**src/rtl/dref_pkg.sv**
```systemverilog
`timescale 1ns/1ps
package dref_pkg;
    typedef enum logic [2:0] {
        ST_PAUSE,
        ST_IDLE,
        ST_ACCESS,
        ST_HPRE,
        ST_STROBE,
        ST_REST
    } dref_state_e;
endpackage

```
**src/rtl/dref_cas_guard.sv**
```systemverilog
`timescale 1ns/1ps
// Counts consecutive cycles with CAS high; reports when the gap is long enough.
module dref_cas_guard #(
    parameter int CRP_CYC = 4
) (
    input  logic clk,
    input  logic rst_n,
    input  logic cas_n,
    output logic cas_ok
);
    localparam int CW = $clog2(CRP_CYC + 1);

    logic [CW-1:0] hi_cnt;

    always_ff @(posedge clk) begin
        if (!rst_n)
            hi_cnt <= '0;
        else if (!cas_n)
            hi_cnt <= '0;
        else if (hi_cnt != CW'(CRP_CYC))
            hi_cnt <= hi_cnt + 1'b1;
    end

    assign cas_ok = (hi_cnt == CW'(CRP_CYC));
endmodule

```
**src/rtl/dref_due_ctr.sv**
```systemverilog
`timescale 1ns/1ps
// Interval timer plus owed-refresh counter (pending flag with debt).
module dref_due_ctr #(
    parameter int INTERVAL_CYC = 3120,
    parameter int DEBT_W       = 4
) (
    input  logic clk,
    input  logic rst_n,
    input  logic run,
    input  logic take,
    output logic due
);
    localparam int IW = $clog2(INTERVAL_CYC);

    logic [IW-1:0]     itv;
    logic [DEBT_W-1:0] owed;
    logic              tick;

    assign tick = run && (itv == IW'(INTERVAL_CYC - 1));

    always_ff @(posedge clk) begin
        if (!rst_n || !run)
            itv <= '0;
        else if (tick)
            itv <= '0;
        else
            itv <= itv + 1'b1;
    end

    always_ff @(posedge clk) begin
        if (!rst_n) begin
            owed <= '0;
        end else begin
            unique case ({tick, take})
                2'b10:   if (!(&owed)) owed <= owed + 1'b1;
                2'b01:   if (owed != '0) owed <= owed - 1'b1;
                default: owed <= owed;
            endcase
        end
    end

    assign due = |owed;
endmodule

```
**src/rtl/dref_row_ctr.sv**
```systemverilog
`timescale 1ns/1ps
// Refresh row counter, wraps naturally at 2**ROW_W.
module dref_row_ctr #(
    parameter int ROW_W = 7
) (
    input  logic             clk,
    input  logic             rst_n,
    input  logic             adv,
    output logic [ROW_W-1:0] row
);
    always_ff @(posedge clk) begin
        if (!rst_n)
            row <= '0;
        else if (adv)
            row <= row + 1'b1;
    end
endmodule

```
**src/rtl/dram_refresh_sched.sv**
```systemverilog
`timescale 1ns/1ps
module dram_refresh_sched #(
    parameter int PAUSE_CYC    = 100000,
    parameter int WAKE_CNT     = 8,
    parameter int INTERVAL_CYC = 3120,
    parameter int RAS_LOW_CYC  = 24,
    parameter int RAS_HIGH_CYC = 20,
    parameter int CRP_CYC      = 4,
    parameter int ROW_W        = 7,
    parameter int ADDR_W       = 8,
    parameter int DEBT_W       = 4
) (
    input  logic              clk,
    input  logic              rst_n,
    input  logic              acc_req,
    input  logic              cas_hold,
    input  logic              cas_n,
    output logic              acc_gnt,
    output logic              init_done,
    output logic              pin_own,
    output logic              ras_n,
    output logic [ADDR_W-1:0] row_addr
);
    import dref_pkg::*;

    localparam int PH_MAX = (PAUSE_CYC > RAS_LOW_CYC) ?
                            ((PAUSE_CYC > RAS_HIGH_CYC) ? PAUSE_CYC : RAS_HIGH_CYC) :
                            ((RAS_LOW_CYC > RAS_HIGH_CYC) ? RAS_LOW_CYC : RAS_HIGH_CYC);
    localparam int PH_W   = $clog2(PH_MAX + 1);
    localparam int WK_W   = $clog2(WAKE_CNT + 1);

    dref_state_e       state, nxt;
    logic [PH_W-1:0]   ph, ph_lim;
    logic [WK_W-1:0]   wake_n;
    logic              hid_q, init_q;
    logic              ph_done, wake_last, strobe_end;
    logic              cas_ok, due;
    logic [ROW_W-1:0]  row;

    dref_cas_guard #(.CRP_CYC(CRP_CYC)) u_guard (
        .clk(clk), .rst_n(rst_n), .cas_n(cas_n), .cas_ok(cas_ok)
    );

    dref_due_ctr #(.INTERVAL_CYC(INTERVAL_CYC), .DEBT_W(DEBT_W)) u_due (
        .clk(clk), .rst_n(rst_n), .run(init_q),
        .take(strobe_end && init_q), .due(due)
    );

    dref_row_ctr #(.ROW_W(ROW_W)) u_row (
        .clk(clk), .rst_n(rst_n), .adv(strobe_end), .row(row)
    );

    // Length of the timed phase for the current state
    always_comb begin
        unique case (state)
            ST_PAUSE:         ph_lim = PH_W'(PAUSE_CYC);
            ST_HPRE, ST_REST: ph_lim = PH_W'(RAS_HIGH_CYC);
            ST_STROBE:        ph_lim = PH_W'(RAS_LOW_CYC);
            default:          ph_lim = PH_W'(1);
        endcase
    end

    assign ph_done    = (ph == ph_lim - 1'b1);
    assign wake_last  = (wake_n == WK_W'(WAKE_CNT));
    assign strobe_end = (state == ST_STROBE) && ph_done;

    // Next-state logic
    always_comb begin
        nxt = state;
        unique case (state)
            ST_PAUSE:  if (ph_done && cas_ok) nxt = ST_STROBE;
            ST_IDLE: begin
                if (due && cas_ok) nxt = ST_STROBE;
                else if (acc_req)  nxt = ST_ACCESS;
            end
            ST_ACCESS: begin
                if (!acc_req)             nxt = ST_IDLE;
                else if (due && cas_hold) nxt = ST_HPRE;
            end
            ST_HPRE:   if (ph_done) nxt = ST_STROBE;
            ST_STROBE: if (ph_done) nxt = ST_REST;
            ST_REST: begin
                if (ph_done) begin
                    if (!init_q && !wake_last) begin
                        if (cas_ok) nxt = ST_STROBE;
                    end else if (hid_q) begin
                        nxt = ST_ACCESS;
                    end else begin
                        nxt = ST_IDLE;
                    end
                end
            end
            default:   nxt = ST_IDLE;
        endcase
    end

    // State register
    always_ff @(posedge clk) begin
        if (!rst_n) state <= ST_PAUSE;
        else        state <= nxt;
    end

    // Phase timer, wake-up count, hidden and init flags
    always_ff @(posedge clk) begin
        if (!rst_n) begin
            ph     <= '0;
            wake_n <= '0;
            hid_q  <= 1'b0;
            init_q <= 1'b0;
        end else begin
            if (nxt != state)  ph <= '0;
            else if (!ph_done) ph <= ph + 1'b1;

            if (strobe_end && !init_q)
                wake_n <= wake_n + 1'b1;

            if (state == ST_ACCESS && nxt == ST_HPRE)
                hid_q <= 1'b1;
            else if (state == ST_REST && nxt != ST_REST)
                hid_q <= 1'b0;

            if (state == ST_REST && ph_done && !init_q && wake_last)
                init_q <= 1'b1;
        end
    end

    // Outputs
    always_comb begin
        acc_gnt   = (state == ST_ACCESS);
        pin_own   = (state == ST_HPRE) || (state == ST_STROBE) || (state == ST_REST);
        ras_n     = (state != ST_STROBE);
        init_done = init_q;
        row_addr  = {{(ADDR_W - ROW_W){1'b0}}, row};
    end
endmodule

```
**config.mk**
```make
export PLATFORM = sky130hd
export DESIGN_NAME = dram_refresh_sched
export DESIGN_NICKNAME = d
export VERILOG_FILES = /design/src/rtl/dref_pkg.sv /design/src/rtl/dref_cas_guard.sv /design/src/rtl/dref_due_ctr.sv /design/src/rtl/dref_row_ctr.sv /design/src/rtl/dram_refresh_sched.sv
export SDC_FILE = /design/constraint.sdc
export NUM_CORES = 1
export LEC_CHECK = 0
export CAP_MARGIN = 0
export CORE_ASPECT_RATIO = 0.8
export CORE_UTILIZATION = 50
export CTS_CLUSTER_DIAMETER = 50
export DETAILED_ROUTE_END_ITERATION = 10
export DONT_BUFFER_PORTS = 1
export GPL_ROUTABILITY_DRIVEN = 0
export GPL_TIMING_DRIVEN = 0
export PLACE_DENSITY = 0.64
export RECOVER_POWER = 25
export SETUP_SLACK_MARGIN = 0.3
export SYNTH_ARGS = -nofsm -noshare
export SYNTH_HDL_FRONTEND = slang
export SYNTH_HIERARCHICAL = 1
export SYNTH_SLANG_ARGS = --single-unit
```
**constraint.sdc**
```tcl
create_clock -name clk -period 4.5 [get_ports clk]
set_clock_uncertainty 0.05 [all_clocks]
set_input_delay 0.9 -clock clk [delete_from_list [all_inputs] [get_ports clk]]
set_output_delay 0.9 -clock clk [all_outputs]
set_load 0.05 [all_outputs]
```
# [Word level (Yosys, flattened, before mapping)]
# Index checks and enable logic that the tools add are counted.
[totals] in_bits=5 regBits=52 out_inout_bits=12 elab_cells=84
[op_classes] muxes=18 n_addsub=8 bitwise_logic=1 reduce_logical=30 eq_ne=18
[op_table] operator="17-bit one-hot mux with 3 select lines" n=1
[op_table] operator="3-bit 2-to-1 mux" n=10
[op_table] operator="3-bit one-hot mux with 6 select lines" n=1
[op_table] operator="17-bit by 1-bit adder with 17-bit output, second input constant" n=1
[op_table] operator="17-bit == test" n=1
[op_table] operator="17-bit by 1-bit subtractor with 17-bit output, second input constant" n=1
[op_table] operator="1-bit logical AND" n=13
[op_table] operator="12-bit by 1-bit adder with 12-bit output, second input constant" n=1
[op_table] operator="12-bit == test, second input constant" n=1
[op_table] operator="3-bit by 2-bit == test with 1-bit output, second input constant" n=3
[op_table] operator="3-bit == test, second input constant" n=3
[op_table] operator="3-bit != test, second input constant" n=3
[op_table] operator="4-bit by 1-bit adder with 4-bit output, second input constant" n=2
[op_table] operator="4-bit 2-to-1 mux" n=2
[op_table] operator="4-bit one-hot mux with 2 select lines" n=1
[op_table] operator="7-bit by 1-bit adder with 7-bit output, second input constant" n=1
[op_table] operator="2-bit OR reduction" n=3
[op_table] operator="4-bit == test, second input constant" n=1
[op_table] operator="4-bit AND reduction" n=1
[op_table] operator="2-bit nonzero test" n=2
[op_table] operator="4-bit nonzero test" n=1
[op_table] operator="4-bit OR reduction" n=1
[op_table] operator="4-bit by 1-bit subtractor with 4-bit output, second input constant" n=1
[op_table] operator="3-bit by 1-bit adder with 3-bit output, second input constant" n=1
[op_table] operator="other kinds (14)" n=19

# [Depth between registers and ports, before layout]
# Gate-level depths: netlist of the first run.
[logic_depth] word_depth=12 depth_mapped=13 depth_no_buf=13

# [Hierarchy]
# Netlist of the first run, hierarchy kept.
[by_module_without_submodules] module="dram_refresh_sched" n_inst=1 seq_area_each_um2=520.5 area_per_inst_um2=1542.7 cells_per_inst=194
[by_module_without_submodules] module="dref_due_ctr" n_inst=1 seq_area_each_um2=320.3 area_per_inst_um2=844.6 cells_per_inst=88
[by_module_without_submodules] module="dref_row_ctr" n_inst=1 seq_area_each_um2=140.1 area_per_inst_um2=290.3 cells_per_inst=29
[by_module_without_submodules] module="dref_cas_guard" n_inst=1 seq_area_each_um2=60.1 area_per_inst_um2=165.2 cells_per_inst=18

# [Worst setup path before layout of the first run]
# OpenSTA, ideal clock, no wires.
[synth_path] path_type="register to register" start="reg state[1]" end="reg ph[2]" required_ps=4386 synth_period_minus_slack_ps=3084 slack_ps=1416 n_path_buf=2 setup_time_ps=64 t_arrival_ps=2970 path_stages_with_launch=10 path_cell_list="dfxtp_1 > nor3b_1 > nand3_1 > a221oi_1 > a211o_1 > mux2i_1 > a311o_1 > buf_4 > buf_6 > nor2_1"
[synth_via] elab_cells_between_ends=24 classes_between="add/sub: 1; eq/ne: 7; mux: 12; reduce/logical: 4"
[synth_lines] element="start, declared" line_no="dram_refresh_sched.sv:32" source="dref_state_e state, nxt;"
[synth_lines] element="start signal, assigned" line_no="dram_refresh_sched.sv:100" source="else state <= nxt;"
[synth_lines] element="3-bit by 2-bit == test with 1-bit output"
[synth_lines] element="named net acc_gnt" line_no="dram_refresh_sched.sv:18" source="output logic acc_gnt,"
[synth_lines] element="3-bit one-hot mux with 6 select lines" line_no="dram_refresh_sched.sv:70" source="unique case (state)"
[synth_lines] element="3-bit != test" line_no="dram_refresh_sched.sv:111" source="if (nxt != state) ph <= '0;"
[synth_lines] element="2-bit OR reduction (no line)"
[synth_lines] element="end signal, assigned" line_no="dram_refresh_sched.sv:112" source="else if (!ph_done) ph <= ph + 1'b1;"
[synth_lines] element="end, declared" line_no="dram_refresh_sched.sv:33" source="logic [PH_W-1:0] ph, ph_lim;"
# The timed path passes the listed nets, and every way through them passes these cells.
# A chain may end at the register's enable or synchronous reset.

# [Final worst setup path of the first run]
[layout_path] start="reg state[0]" end="reg u_due.owed[3]"
[layout_via] elab_chain_cells=10 elab_cells_between_ends=17 classes_between="add/sub: 1; eq/ne: 8; mux: 2; reduce/logical: 6"
[layout_rtl] element="3-bit == test or 3-bit by 2-bit == test with 1-bit output (tied branches)" line_no="dram_refresh_sched.sv:55" source="unique case (state)"
[layout_rtl] element="2-bit OR reduction" line_no="dram_refresh_sched.sv:55"
[layout_rtl] element="17-bit one-hot mux with 3 select lines" line_no="dram_refresh_sched.sv:55"
[layout_rtl] element="17-bit by 1-bit subtractor with 17-bit output" line_no="dram_refresh_sched.sv:63" source="assign ph_done = (ph == ph_lim - 1'b1);"
[layout_rtl] element="17-bit == test" line_no="dram_refresh_sched.sv:63"
[layout_rtl] element="1-bit logical AND *" line_no="dram_refresh_sched.sv:65" source="assign strobe_end = (state == ST_STROBE) && ph_done;"
[layout_rtl] element="named net strobe_end" line_no="dram_refresh_sched.sv:36" source="logic ph_done, wake_last, strobe_end;"
[layout_rtl] element="1-bit logical AND *" line_no="dram_refresh_sched.sv:46" source=".take(strobe_end && init_q), .due(due)"
[layout_rtl] element="2-bit by 1-bit == test with 1-bit output or 2-bit == test (tied branches)" line_no="dref_due_ctr.sv:34" source="unique case ({tick, take})"
[layout_rtl] element="2-bit by 1-bit != test with 1-bit output (no line), or another cell as far along"
[layout_rtl] element="3-bit AND reduction (no line)"
[layout_rtl] element="end signal, assigned" line_no="dref_due_ctr.sv:35" source="2'b10: if (!(&owed)) owed <= owed + 1'b1;"
[layout_rtl] element="end signal, assigned" line_no="dref_due_ctr.sv:36" source="2'b01: if (owed != '0) owed <= owed - 1'b1;"
[layout_rtl] element="end signal, assigned" line_no="dref_due_ctr.sv:37" source="default: owed <= owed;"
[layout_rtl] element="end, declared" line_no="dref_due_ctr.sv:16" source="logic [DEBT_W-1:0] owed;"
# Mark *: on every way through the listed nets, which the timed path passes. The rest lies on a longest branch.

==> metrics, run 1 <==
CTS buffer count 5; Post-DRT Antenna Nets 0; Worst Path Required ~4700 ps; overall global routing resource usage 0.196; slowest stage delay, CP 460 ps; DRC violations left 0; mean post-synth cell area 8.64 sq um; Synth cell types 60; CTS H-tree lvls 2; WP data arrival 3610 ps; CP max-delay cell nor2_1; largest net degree at the start of global routing 19; CTS resizes 0; clock-pin slew on the worst setup and hold paths 100 ps; post-DP HPWL 4.00 mm; Worst Hold Class reg -> reg; number of global-route vias before repair 2,015; Crit Path Max Fanout 6; fin util 0.554; Design Area, Final 3030 sq um; post-synthesis sequential area ratio 0.366; First DRT Iteration DRCs 55; switch share 0.239; worst-margin pin slew 1220 ps; CTS tree done; DR vias 2,226; Min Hold Slack 429 ps; CTS Hold Buffers Added 0; global-route wire length before repair 9.38 mm; P_leak approximately 1.1 nW; Clock Path Buffers 2; Synth Instances 329; EDFF count, synth 0; via/cell ratio 5.36; CP Capture Type register; crit-path cells or3_1 -> or3_1 -> a211o_1 -> nor2_1 -> and2_1 -> nand2_1 -> inv_1 -> ha_1 -> a21oi_1 -> a21oi_1 -> mux2i_1 -> mux2i_1; CTS root buffer clkbuf_8; f_max 0.292 GHz; synthesized net count ~340; Cell Area, Placed 2950 sq um; status completed; Yosys top cell area share 0.366; Num Clock Sinks 52; Final period util 0.760; internal power just under 0.6 mW; Setup WS post-layout 1080 ps; final hold vios 0; layout cells sized above 1 0.0801; core area about 5500 sq um; Setup crit start kind register; Initial Util 0.520; total global routing overflow 0; Combinational Power Share 0.037; fin crit period approximately 3400 ps; final WL 5.44 mm; top area cells in the synthesized netlist dfxtp_1 37%, xor2_1 5.9%, nor2_1 5.0%; die area 5990 sq um; clock insertion delay at the later pin of the skew report 310 ps; initial antenna violation count 0; Pre-antenna DRT Iters 4; PwrDens 256 nW/um^2; max-cap violations 0; dpl cells a little over 400; relative slew slack 0.166; Final Non-Filler Cells 415; synth warn 6; Peak VDD IR 166 uV; Clk pwr share 0.360; die width 86.3 um; Port Buf Inserts 0; Avg WL per Cell 13.1 um; most numerous cell in the Yosys netlist dfxtp_1; Psw 0.185 mW; ys async rst share 0; Site Rows 24; most frequently used flop master after synthesis dfxtp_1; largest area contributor in the netlist dfxtp_1; Synth Cell Area between 2000 and 3000 sq um; setup bufs post-CTS 0; most instantiated cells after synthesis 52 x dfxtp_1, 38 x nor2_1, 35 x nand2_1; total power 0.775 mW; max-slew violations 0; Layout area overhead 6.47%; Setup violations, final 0; die height 69.4 um; unrepaired setup endpoints after global routing no; IO Count 17; Antenna Cells 0; crit path kind reg -> reg; pre-CTS WS between 1000 and 1500 ps; setup TNS 0 ps; sequential share of power 0.603; # nets final between 300 and 400; synthesized flop and latch total 52
[metal layers]
metal	vias to the layer above	wire length, um	GRT usage
li1	1154	-	-
met1	1043	2860	0.275
met2	25	2370	0.304
met3	4	171	0.0417
met4	0	34	0.0500
met5	-	0	0
[power groups by stage]
stage	Combinational [mW]	Clock (mW)	Sequential (mW)
floorplan	0.0243	0	0.477
global placement	0.0284	0	0.478
detailed placement	0.0287	0	0.478
CTS	0.0287	0.290	0.467
global route	0.0321	0.310	0.468
finish	0.0283	0.279	0.467
[worst max-delay path, delay by kind of cell (launching register included)]
kind,cells,cell delay (ps)
and+or+nand+nor,5,1610
AOI/OAI and AO/OA,3,630
DFF,1,360
muxes,2,340
adders and majority gates,1,260
buffers and inverters,1,90
[cell usage in the layout (no fill, tap or decap), types with 3 or more instances in the layout]
cell / instances
nand4_1: 12
o2111ai_1: 3
xor2_1: 19
nand2_1: 35
ha_1: 9
and4_1: 3
nand3_1: 19
inv_1: 13
buf_2: 3
or3_1: 5
o21ai_0: 6
clkbuf_8: 5
clkbuf_1: 5
dfxtp_1: 52
xnor2_1: 15
and3b_1: 4
a21oi_1: 7
nor2_1: 38
and2_1: 8
mux2i_1: 9
nor3_1: 8
a211o_1: 3
nor2b_1: 6
and3_1: 3
[area by class of cell]
| cell class | instances | area [sq um] |
|---|---|---|
| Buffer | 13 | 91.3 |
| Clock inverter | 3 | 25.0 |
| Fill cell | 559 | 2440 |
| Sequential cell | 52 | 1040 |
| Inverter | 13 | 48.8 |
| Tap cell | 78 | 97.6 |
| Multi-Input combinational cell | 251 | 1650 |
| Clock buffer | 5 | 68.8 |
[cells by family after synthesis]
group / Yosys count / synth area share
multiplexers: 11 / 0.0418
AO/OA/AOI/OAI: 39 / 0.102
buffers and inverters: 26 / 0.0497
XOR/XNOR: 34 / 0.105
flip-flops: 52 / 0.366
other: 1 / 0.00132
adder cells (fa/ha/maj): 10 / 0.0467
AND/OR/NAND/NOR: 156 / 0.288
[registers in the layout, summed over array words and instances, names as in the netlist]
name and flops:
u_due/itv 12, u_row/row 7, wake_n 4, u_due/owed 4
ph 17, init_done 1, u_guard/hi_cnt 3, hid_q 1
state 3
[final timing paths]
check / startpoint / to / slack (ps) / cells after the start
worst max register to register: state[0] / u_due/owed[3] / 1080 / 12
worst min-delay path: u_due/itv[0] / u_due/itv[0] / 430 / 1
worst min register to register: u_due/itv[0] / u_due/itv[0] / 430 / 1
worst max-delay path: state[0] / u_due/owed[3] / 1080 / 12
Power figures use the tool's default switching activity.
==> inputs of run 2 (changes only) <==
--- a/config.mk
+++ b/config.mk
@@ -5,6 +5,7 @@
 export SDC_FILE = /design/constraint.sdc
 export NUM_CORES = 1
 export LEC_CHECK = 0
+export ABC_AREA = 1
 export CAP_MARGIN = 0
 export CORE_ASPECT_RATIO = 0.8
 export CORE_UTILIZATION = 50
==> constraint.sdc (replaced) <==
create_clock -name clk -period 3.2 [get_ports clk]
set_clock_uncertainty 0.05 [all_clocks]
set_input_delay 0.64 -clock clk [delete_from_list [all_inputs] [get_ports clk]]
set_output_delay 0.64 -clock clk [all_outputs]
set_load 0.05 [all_outputs]
==> run 2 against run 1 <==
Sequential cell count is the same. Sequential share of layout area down 2.0 points. Register-to-register slack got worse by 570 ps. Utilization is 2.1 points higher. Largest cell class unchanged. Combinational power grew to 7.0 times the previous value. Critical path depth down 7. First-iteration DRC count rose by 38%. Design area up 6.6%. Power up 64%. Non-clock buffer count decreased by 2.
==> metrics, run 2 <==
max-slew violations 0; Worst Hold Class in -> reg; dpl cells 490; Worst Path Required 2510 ps; Num Clock Sinks 52; EDFF count, synth 0; Antenna Cells 0; # nets final around 440; most instantiated cells after synthesis 80 x nand2_1, 56 x inv_1, 52 x dfxtp_1; synthesized net count between 400 and 500; CTS buffer count 5; CTS tree done; setup TNS 0 ps; Clk pwr share 0.307; most frequent cells in the layout 80 x nand2_1, 56 x inv_1, 49 x dfxtp_1; CP Capture Type output pin; worst-margin pin slew 702 ps; Post-DRT Antenna Nets 0; unrepaired setup endpoints after global routing yes; CTS root buffer clkbuf_8; status completed; First DRT Iteration DRCs 76; WP data arrival 2010 ps; Site Rows 24; Clock Path Buffers 2; clock insertion delay at the later pin of the skew report 310 ps; post-synthesis sequential area ratio 0.348; fin crit period 2700 ps; die height 71.2 um; Final Non-Filler Cells 503; die width 88.5 um; post-DP HPWL 4.40 mm; top area cells in the synthesized netlist dfxtp_1 35%, nand2_1 10%, inv_1 7.0%; Final period util 0.844; crit-path cells inv_2 -> nand2_1 -> nor2_1 -> inv_1 -> nand3_2; Port Buf Inserts 0; CP top delay family simple AND/OR/NAND/NOR gates; Top reg by flops ph; Avg WL per Cell 11.5 um; Combinational Power Share 0.156; Synth Instances 412; P_leak 1.33 nW; Synth cell types 37; number of global-route vias before repair ~2,300; Peak VDD IR approximately 250 uV; clock-pin slew on the worst setup and hold paths 90 ps; Top Registers ph x17, u_due/itv x12, u_row/row x7; Cell Area, Placed 3090 sq um; Synth Cell Area 2990 sq um; Initial Util 0.533; largest area contributor in the netlist dfxtp_1; Yosys top cell area share 0.348; Crit Path Max Fanout 5; most frequently used flop master after synthesis dfxtp_1; IO Count 17; mean post-synth cell area 7.26 sq um; max-cap violations 0; Layout area overhead 7.78%; overall global routing resource usage 0.206; Setup crit start kind register; Setup violations, final 0; global-route wire length before repair 10.0 mm; DRC violations left 0; switch share 0.284; Psw 0.360 mW; core area 5620 sq um; final hold vios 0; sequential share of power 0.537; crit path kind reg -> out; f_max roughly 0.37 GHz; FILL cells 568; initial antenna violation count 0; internal power 0.909 mW; largest net degree at the start of global routing 15; relative slew slack 0.531; Design Area, Final 3230 sq um; final WL about 5.8 mm; Pre-antenna DRT Iters 4; most numerous cell in the Yosys netlist nand2_1; layout cells sized above 1 0.153; CTS H-tree lvls 2; synthesized flop and latch total 52; WP buf/inv 2; max reg flops 17; commonest non-fill, non-tap cell in the layout nand2_1; synth warn 6; die area 6300 sq um; PwrDens 393 nW/um^2; DR vias 2,491; fin util 0.574; ys async rst share 0; slowest stage delay, CP 410 ps; total global routing overflow 0; via/cell ratio around 5.0; CP max-delay cell nor2_1
==> run 2: cell count changes after synthesis, sizes merged, moves of 12 or more <==
cell,before,now
inv,13,59
xnor2,15,3
nand3,19,37
nand2,35,91
nor2,38,56
nor3,8,22
a21oi,7,22
==> run 2: timing repair <==
action | CTS | global route
setup endpoints to repair | 1 | 2
pin swaps | 1 | 3
setup buffers | 1 | 4
gates resized for setup | 3 | 6
hold buffers | 0 | 0
gates cloned | 0 | 0
==> run 2: power groups by stage <==
stage,clock network (mW),logic (mW),registers (mW)
floorplan,0,0.162,0.691
global placement,0,0.192,0.695
detailed placement,0,0.198,0.696
CTS,0.405,0.198,0.681
global route,0.424,0.221,0.684
finish,0.390,0.199,0.681
==> run 2: per-layer routing <==
| layer | track usage | vias to the layer above | routed length [um] | share of wire |
|---|---|---|---|---|
| met4 | 0.0842 | 0 | 108 | 0.019 |
| met1 | 0.288 | 1101 | 3040 | 0.52 |
| met2 | 0.302 | 42 | 2380 | 0.41 |
| met5 | 0 | - | 0 | 0 |
| met3 | 0.0537 | 10 | 273 | 0.047 |
| li1 | - | 1338 | - | - |
==> run 2: cell families after synthesis <==
logic type                 synth area share
AOI/OAI and AO/OA                    0.0932
xor gates and xnor gates             0.0498
adders and majority gates            0.0443
buffers and inverters                0.0941
DFF                                   0.348
muxes                               0.00334
other                               0.00125
and+or+nand+nor                       0.366
==> run 2: final timing paths <==
check,from,end,slack (ps),cells after the start
hold / removal,rst_n,u_row/row[6],390,2
setup reg to reg,state[2],u_due/owed[3],510,22
setup / recovery,state[1],pin_own,500,5
hold reg to reg,u_due/itv[0],u_due/itv[0],400,1
==> run 2: final cells by class <==
| type | count | area, sq um | area share |
|---|---|---|---|
| plain buffers | 6 | 60.1 | 0.0186 |
| clock buffers | 8 | 90.1 | 0.0279 |
| inverters | 59 | 221 | 0.0687 |
| multi-input cells | 295 | 1670 | 0.519 |
| flip-flops and latches | 52 | 1040 | 0.324 |
| well taps | 78 | 97.6 | 0.0303 |
| repair buffers | 5 | 37.5 | 0.0116 |
==> run 2: stage by stage <==
| stage | power (mW) | hold slack (ps) | setup slack (ps) |
|---|---|---|---|
| after floorplan | 0.854 | 367 | 612 |
| after global placement | 0.887 | 385 | 247 |
| after detailed placement | 0.893 | 388 | 206 |
| after CTS | 1.28 | 377 | 355 |
| after global routing | 1.33 | 383 | 197 |
| final | 1.27 | 389 | 498 |
==> inputs of run 3 (changes only) <==
==> constraint.sdc (replaced) <==
create_clock -name clk -period 2.5 [get_ports clk]
set_clock_uncertainty 0.05 [all_clocks]
set_input_delay 0.5 -clock clk [delete_from_list [all_inputs] [get_ports clk]]
set_output_delay 0.5 -clock clk [all_outputs]
set_load 0.05 [all_outputs]
==> run 3 against run 2 <==
Sequential share of layout area is 2.4 points lower. Setup slack worse by 470 ps. Die area is the same. Via count grew 5.3%. Critical path type is now reg -> reg. Non-clock buffer count grew 18. First-iteration DRC count increased by 18%. Clock power increased by 17%. Largest cell class unchanged. Cell count rose by 3.4%. Sequential cell count is the same. Largest power group unchanged. Sequential power grew 29%. Highest routed layer unchanged.
==> metrics, run 3 (same netlist as run 2, synthesis figures left out) <==
worst-margin pin slew 608 ps; Num Clock Sinks 52; Psw between 0.4 and 0.5 mW; Final period util 0.990; max reg flops 17; f_max 0.404 GHz; PwrDens 457 nW/um^2; DR vias approximately 2,600; via/cell ratio 5.04; CP max-delay cell dfxtp_4; Crit Path Max Fanout 6; max-cap violations 0; Clock Path Buffers 2; relative slew slack 0.594; sequential share of power 0.540; core area 5620 sq um; unrepaired setup endpoints after global routing yes; CTS buffer count 5; Setup crit start kind register; CP top delay family simple AND/OR/NAND/NOR gates; # nets final 457; sequential cell area 1070 sq um; Min Hold Slack ~260 ps; CTS H-tree lvls 2; Top Registers ph x17, u_due/itv x12, u_row/row x7; CP Capture Type register; clock insertion delay at the later pin of the skew report around 300 ps; die height roughly 71 um; First DRT Iteration DRCs 90; final hold vios 0; Pre-antenna DRT Iters 4; Setup violations, final 0; FILL cells 533; Setup WS post-layout between 20 and 25 ps; Multi-input gate area roughly 1800 sq um; total global routing overflow 0; CTS tree done; Avg WL per Cell between 10 and 15 um; fin util 0.633; status completed; die width 88.5 um; clock-pin slew on the worst setup and hold paths 90 ps; WP data arrival 2630 ps; crit path kind reg -> reg; Site Rows 24; WP buf/inv 4; Worst Hold Class in -> reg; CTS root buffer clkbuf_8; switch share 0.292; commonest non-fill, non-tap cell in the layout nand2_1; global-route wire length before repair 10.4 mm; fin crit period approximately 2500 ps; P_leak approximately 1.4 nW; Initial Util 0.533; die area approximately 6300 sq um; Worst Path Required 2650 ps; dpl cells 490; overall global routing resource usage 0.209; total power 1.62 mW; number of global-route vias before repair 2,374; slowest stage delay, CP 400 ps; Final Non-Filler Cells 520; max-slew violations 0; Clk pwr share 0.281; Layout area overhead 18.7%; final WL roughly 6.4 mm; flop-to-flop setup slack 20 ps; Combinational Power Share 0.178; DRC violations left 0; most frequent cells in the layout 71 x nand2_1, 49 x inv_1, 45 x nor2_1; CTS Hold Buffers Added 0; largest net degree at the start of global routing 15; crit-path cells inv_4 -> nand2_4 -> nand2_2 -> nand2_1 -> nor2_1 -> nand3_2 -> nor2_4 -> buf_8 -> nand2_8 -> nor2_4 -> nand2_2 -> buf_4 -> buf_4 -> fa_2 -> xnor2_2 -> o21ai_1 -> nor2_1; Peak VDD IR 223 uV; initial antenna violation count 0; post-DP HPWL 4.33 mm; Port Buf Inserts 0; internal power 1.15 mW; Antenna Cells 0; layout cells sized above 1 0.271; IO Count 17; Top reg by flops ph; Post-DRT Antenna Nets 0; pre-CTS WS -135 ps
[run 3: timing repair]
action                                 CTS  global route
setup endpoints to repair               22            22
pin swaps                                5            12
buffers inserted                         8            15
gates resized for setup                 13            29
endpoints found under the hold margin    0             0
[run 3: final timing paths]
check | start | depth (start not counted) | end
max | state[0] | 17 | u_due/owed[2]
min | rst_n | 2 | u_row/row[6]
max reg2reg | state[0] | 17 | u_due/owed[2]
min reg2reg | u_due/itv[0] | 1 | u_due/itv[0]
[run 3: final cells by class]
cell class | instances | area share
buffer | 6 | 0.0169
tap | 78 | 0.0275
timing repair buffer | 23 | 0.0542
inverter | 59 | 0.0669
multi-input combinational | 295 | 0.513
sequential | 52 | 0.300
clock buffer | 6 | 0.0204
clock inverter | 1 | 0.00141
[run 3: routing by layer]
metal  wire length, um  part of all wire  global-route usage  vias to the layer above
met5                 0                 0                   0                        -
met4                66             0.010              0.0412                        0
met3               264             0.041              0.0385                        9
met2              2890              0.45               0.325                       45
met1              3180              0.50               0.305                     1186
li1                  -                 -                   -                     1382
[run 3: per-stage QoR]
step	setup TNS, ps	area (sq um)
after floorplan	0	3060
after global placement	-86.8	3150
after detailed placement	-135	3150
after CTS	0	3340
after global routing	-208	3550
final	0	3550
[run 3: power groups by stage]
stage	logic [mW]	registers, mW	clock network, mW
3_5_place_dp	0.249	0.895	0
5_1_grt	0.316	0.881	0.511
6_report	0.290	0.878	0.457
3_3_place_gp	0.247	0.894	0
4_1_cts	0.263	0.875	0.478
2_1_floorplan	0.211	0.889	0
